<file path="config.mk">
export PLATFORM = sky130hd
export DESIGN_NAME = cluster_cfg_regs
export DESIGN_NICKNAME = d
export VERILOG_FILES = /design/src/rtl/cluster_cfg_regs.sv
export SDC_FILE = /design/constraint.sdc
export NUM_CORES = 1
export LEC_CHECK = 0
export ABC_AREA = 1
export BUFFER_PORTS_ARGS = -buffer_cell sky130_fd_sc_hd__buf_2
export CAP_MARGIN = 10
export CELL_PAD_IN_SITES_DETAIL_PLACEMENT = 0
export CELL_PAD_IN_SITES_GLOBAL_PLACEMENT = 1
export CORE_UTILIZATION = 32
export CTS_CLUSTER_DIAMETER = 100
export CTS_CLUSTER_SIZE = 20
export DETAILED_ROUTE_END_ITERATION = 12
export PLACE_DENSITY_LB_ADDON = 0.1
export REMOVE_ABC_BUFFERS = 1
export SYNTH_ARGS = -nofsm -noshare
export SYNTH_HDL_FRONTEND = slang
export SYNTH_SLANG_ARGS = --single-unit
</file>
<file path="constraint.sdc">
create_clock -name clk -period 1.6 [get_ports clk]
set_input_delay 0.08 -clock clk [delete_from_list [all_inputs] [get_ports clk]]
set_output_delay 0.08 -clock clk [all_outputs]
set_load 0.005 [all_outputs]
</file>
<file path="src/rtl/cluster_cfg_regs.sv">
module cluster_cfg_regs #(
  parameter int          NCORE       = 1,
  parameter logic [63:0] REV_VAL     = 64'h800,
  parameter logic [63:0] SELF_BASE   = 64'h0000_0000_1FBF_8000,
  parameter bit          IRQ_PRESENT = 1'b1,
  parameter bit          PWR_PRESENT = 1'b1,
  localparam int         CW          = (NCORE > 1) ? $clog2(NCORE) : 1
) (
  input  logic                clk,
  input  logic                rst_n,
  input  logic [15:0]         bus_addr,
  input  logic                bus_rd,
  input  logic                bus_wr,
  input  logic [63:0]         bus_wdata,
  input  logic [CW-1:0]       bus_core,
  output logic [63:0]         bus_rdata,
  output logic                bus_rvalid,
  output logic [64*NCORE-1:0] exc_base,
  output logic [63:0]         irq_win_base,
  output logic                irq_win_en,
  output logic [63:0]         pwr_win_base,
  output logic                pwr_win_en
);
  localparam logic [63:0] WIN_MASK  = 64'h0000_FFFF_FFFF_0001;
  localparam logic [31:0] RB_MASK   = 32'hFFFF_F000;
  localparam logic [31:0] RB_RESET  = 32'hBFC0_0000 & RB_MASK;
  localparam logic [63:0] L2_BYPASS = 64'h0010_0000;
  localparam logic [63:0] CORE_CFG  = 64'(NCORE - 1);

  localparam logic [12:0] G_CFG  = 13'h000, G_SELF = 13'h008, G_REV  = 13'h030;
  localparam logic [12:0] G_IRQ  = 13'h080, G_PWR  = 13'h088;
  localparam logic [12:0] G_IRQS = 13'h0D0, G_PWRS = 13'h0F0, G_L2   = 13'h130;
  localparam logic [12:0] C_CFG  = 13'h010, C_SEL  = 13'h018, C_RB   = 13'h020;

  logic [NCORE-1:0][CW-1:0] sel_q;
  logic [NCORE-1:0][31:0]   rb_q;
  logic [63:0]              irq_q, pwr_q;
  logic [63:0]              rd_mux;

  wire [12:0]   off     = bus_addr[12:0];
  wire          in_glb  = bus_addr[15:13] == 3'd0;
  wire          in_loc  = bus_addr[15:13] == 3'd1;
  wire          in_oth  = bus_addr[15:13] == 3'd2;
  wire          core_ok = 32'(bus_core) < NCORE;
  wire [CW-1:0] me      = core_ok ? bus_core : '0;
  wire [CW-1:0] tgt     = in_oth ? sel_q[me] : me;
  wire          bank    = (in_loc || in_oth) && core_ok;
  wire          sel_ok  = 32'(bus_wdata[7:0]) < NCORE;

  always_ff @(posedge clk or negedge rst_n) begin
    if (!rst_n) begin
      irq_q <= '0;
      pwr_q <= '0;
      for (int i = 0; i < NCORE; i++) begin
        sel_q[i] <= '0;
        rb_q[i]  <= RB_RESET;
      end
    end else if (bus_wr) begin
      if (in_glb && off == G_IRQ && IRQ_PRESENT) irq_q <= bus_wdata & WIN_MASK;
      if (in_glb && off == G_PWR && PWR_PRESENT) pwr_q <= bus_wdata & WIN_MASK;
      if (bank && off == C_RB) rb_q[tgt] <= bus_wdata[31:0] & RB_MASK;
      if (bank && off == C_SEL && sel_ok) sel_q[tgt] <= bus_wdata[CW-1:0];
    end
  end

  always_comb begin
    rd_mux = '0;
    if (in_glb) begin
      case (off)
        G_CFG:   rd_mux = '0;
        G_SELF:  rd_mux = SELF_BASE;
        G_REV:   rd_mux = REV_VAL;
        G_IRQ:   rd_mux = irq_q;
        G_PWR:   rd_mux = pwr_q;
        G_IRQS:  rd_mux = 64'(IRQ_PRESENT);
        G_PWRS:  rd_mux = 64'(PWR_PRESENT);
        G_L2:    rd_mux = L2_BYPASS;
        default: rd_mux = '0;
      endcase
    end else if (bank) begin
      case (off)
        C_CFG:   rd_mux = CORE_CFG;
        C_SEL:   rd_mux = 64'(sel_q[tgt]);
        C_RB:    rd_mux = 64'(rb_q[tgt]);
        default: rd_mux = '0;
      endcase
    end
  end

  always_ff @(posedge clk or negedge rst_n) begin
    if (!rst_n) begin
      bus_rvalid <= 1'b0;
      bus_rdata  <= '0;
    end else begin
      bus_rvalid <= bus_rd;
      if (bus_rd) bus_rdata <= rd_mux;
    end
  end

  for (genvar i = 0; i < NCORE; i++) begin : g_exc
    assign exc_base[i*64 +: 64] = {{32{rb_q[i][31]}}, rb_q[i]};
  end

  assign irq_win_base = {irq_q[63:1], 1'b0};
  assign irq_win_en   = irq_q[0];
  assign pwr_win_base = {pwr_q[63:1], 1'b0};
  assign pwr_win_en   = pwr_q[0];
endmodule

</file>
==> key figures <==
Global routing
  • Number of global-route vias before repair: around 5400
  • Wire length of the first global-routing pass: 30300 um
  • All-Layer GR Usage: 0.184
  • Antenna violations before repair: 0
  • Total congestion overflow: 0
  • Maximum number of pins on one net before global-route repair: 67

Floorplan
  • Starting utilization of the core area: 0.325
  • Floorplan die height: approximately 150 um
  • Number of primary I/O pins: 344
  • Die outline area: approximately 22000 um2
  • Core region area: 21000 um2
  • Number of placement rows: 53
  • Horizontal extent of the die: between 100 and 150 um

Setup path
  • Data required time at the worst endpoint: 1.52 ns
  • CP Max Fanout: 35
  • Worst setup path category: reg2out
  • CP max stage cell: dfstp_4
  • Reg2Reg Capture Point: rb_q[19]
  • Crit Reg-Reg Startpoint: sel_q
  • Critical path arrival: approximately 1.3 ns
  • CP startpoint kind: register
  • Largest delay contributor family on the critical path: flip-flops
  • Largest incremental delay on the critical path: 0.75 ns
  • Buf+Inv Stages, Crit Path: 1
  • Capturing element type of the critical path: output port
  • Minimum setup slack among reg-to-reg paths: between 0.3 and 0.4 ns
  • Number of cells on the worst reg-to-reg path: 7
  • Critical path, cell by cell: buf_2

Placed design
  • Count of input and output buffers: 221
  • Total placed instance area: slightly below 8000 um2
  • HPWL after detailed placement: between 10000 and 15000 um
  • Final weighted congestion in routability-driven placement: around 0.75

Cells and area
  • Antenna cell count: 0
  • Net count, final: 1132
  • Final core utilization: 0.420
  • Area Growth Syn to Fin: 29.1%
  • Area of all placed cells without fillers: between 8000 and 9000 um2
  • Fraction of layout instances using a drive strength above 1: 0.307

Clocking
  • Clock insertion delay at the later pin of the skew report: around 0.41 ns
  • Post CTS Setup Buffer Count: 0
  • Clock buffer count from CTS: 17
  • TritonCTS clock tree: yes
  • Clock input transition at the sequential cells of the worst setup and hold paths: roughly 0.060 ns
  • H-tree levels: 4
  • Buffer cell driving the clock tree root: clkbuf_16
  • Number of buffers between clock root and the deepest sink: 2
  • TritonCTS Sinks: approximately 130

Timing
  • Fmax: ~0.7 GHz
  • Worst clock skew on the final layout: 0.00946 ns
  • Final worst-path cycle share: 0.876
  • Shortest clock period the worst path allows after layout: 1.40 ns
  • Final setup violating endpoints: 0
  • Hold Slack: roughly 0.014 ns
  • Final hold violations: 0
  • Number of pins exceeding their max-slew limit in the final report: 0
  • RSZ-0062 raised after global routing: no

Route
  • Detailed-route wire length: roughly 20000 um
  • Number of violations reported at the end of detailed-routing iteration 0: between 200 and 250
  • First-pass detailed-route iteration total: 6
  • Via/cell ratio: between 4 and 5
  • Wirelength per Cell: 14.7 um
  • Antenna violation net count after detailed routing: 0
  • # DRC: 0
  • Total via count after detailed routing: approximately 5700

Power
  • Ratio of total power to cell area: 865 nW/um2
  • Switching power of the nets: approximately 1.8 mW
  • P_leak: approximately 5 nW
  • Share of total power in combinational logic: 0.063
  • Power share of the clock group: 0.518
  • Worst VDD drop: 0.685 mV
  • Sequential share of power: 0.419
  • Internal portion of total power: just under 6 mW
  • Overall power of the completed layout: between 7 and 8 mW
  • Switching power share of the total: 0.238

Synthesis
  • Cells after synthesis: approximately 810
  • Yosys top cell area share: 0.430
  • Combined area of all synthesized cells: between 6000 and 7000 um2
  • Post-Syn Area per Cell: about 8.4 um2
  • Cell types with the largest area share after synthesis: dfrtp_1 (43%), buf_4 (15%), nand2_1 (12%), nand3_1 (5.8%), o21ai_1 (4.2%)
  • Number of distinct library cells after synthesis: 33
  • Synthesized flop and latch total: approximately 130
  • Dominant cell type by area after synthesis: dfrtp_1
  • Proportion of synthesized chip area in sequential cells: 0.464
  • Yosys warning count: 0

Worst hold path
  • Cells on Worst Hold Path: 4
  • Hold Startpoint: bus_wdata[1]
  • Tightest Hold Check Type: in2reg
  • Worst Hold Path EP: sel_q

Outcome
  • Result of the run: completed

Job
  • # Max-Cap Violations: 0
-- metal layers --
metal  vias up  GRT usage  part of all wire
met5         -          0                 0
met3         9     0.0580             0.066
met2       195      0.301              0.47
li1       2846          -                 -
met4         0     0.0428             0.010
met1      2603      0.236              0.46
-- cell type report --
| type | count | area, um2 |
|---|---|---|
| fill | 2188 | 12200 |
| sequential | 126 | 3170 |
| multi-input combinational | 558 | 2600 |
| timing repair buffer | 292 | 1890 |
| clock buffer | 20 | 467 |
| tap | 275 | 344 |
| inverter | 52 | 195 |
| clock inverter | 12 | 133 |
-- per-stage QoR --
step           std cells  setup WS, ns  setup TNS [ns]
3_5_place_dp        1259         0.106               0
4_1_cts             1335        0.0837               0
5_1_grt             1335         0.104               0
2_1_floorplan        736         -1.42          -92.30
6_report            1335         0.199               0
3_3_place_gp        1259         0.109               0
-- worst max path at each step --
stage	cells past startpoint	from	slack (ns)	end
2_1_floorplan	7	bus_addr[11]	-1.42	irq_q[35]
3_3_place_gp	10	bus_addr[1]	0.11	bus_rdata[19]
3_5_place_dp	10	bus_addr[1]	0.11	bus_rdata[19]
4_1_cts	1	rb_q[31]	0.08	exc_base[39]
5_1_grt	1	rb_q[31]	0.10	exc_base[50]
6_report	1	rb_q[31]	0.20	exc_base[33]
-- cell usage after synthesis --
cell / n
nand2_1: 217
buf_4: 137
dfrtp_1: 117
nand3_1: 79
o21ai_1: 57
inv_1: 49
a21o_1: 16
a21oi_1: 16
o21ai_0: 15
o21ai_2: 15
clkbuf_1: 14
buf_2: 13
nor2_1: 12
buf_6: 9
dfstp_2: 9
nand4_1: 4
nor2_2: 4
inv_2: 3
nor3_1: 3
nor3_4: 3
o31ai_1: 3
nand2_2: 2
nor2_4: 2
a21oi_2: 1
and2_1: 1
buf_1: 1
conb_1: 1
nand3_2: 1
nand4_4: 1
nor3_2: 1
nor4b_1: 1
o211ai_1: 1
o21a_1: 1
-- state kept, by name (all words and copies together), names as in the netlist --
register and count:
pwr_q 33, rb_q 20, bus_rvalid 1, irq_q 33, bus_rdata 38, sel_q 1
-- cell families after synthesis --
group	after synthesis	share of synthesized area
compound gates	125	0.108
other cells	1	0.000550
flops	126	0.464
simple gates	331	0.214
buf+inv	226	0.212
-- power by group through the flow --
stage / clock network, mW / logic, mW / registers (mW)
after floorplan: 0 / 0.143 / 3.25
after global placement: 0 / 0.403 / 3.25
after detailed placement: 0 / 0.400 / 3.25
after CTS: 4.05 / 0.485 / 3.19
after global routing: 4.19 / 0.546 / 3.19
final: 3.94 / 0.478 / 3.19
-- worst min-delay path, stage by stage --
cell     delay, ns
buf_2         0.08
nor3_1        0.04
nand4_1       0.09
o21a_1        0.10
-- repair_timing --
action | CTS | global route
endpoints found under the setup margin | 0 | 33
hold buffers | 44 | 0
endpoints found under the hold margin | 208 | 0
resized for setup | 0 | 1
-- cells in the final DEF, fill, tap and decap left out, drive strengths merged, types with 2 or more instances in the layout --
master	Yosys	layout
nand4	5	5
clkinv	0	4
nor3	7	7
nand3	80	80
nor2	18	18
dfrtp	117	117
bufinv	0	2
buf	160	248
dfstp	9	9
dlygate4sd3	0	44
nand2	219	219
o21ai	87	87
o31ai	3	3
conb	1	102
inv	52	55
a21oi	17	17
a21o	16	16
clkbuf	14	20
clkinvlp	0	3
(Power assumes the default switching activity.)
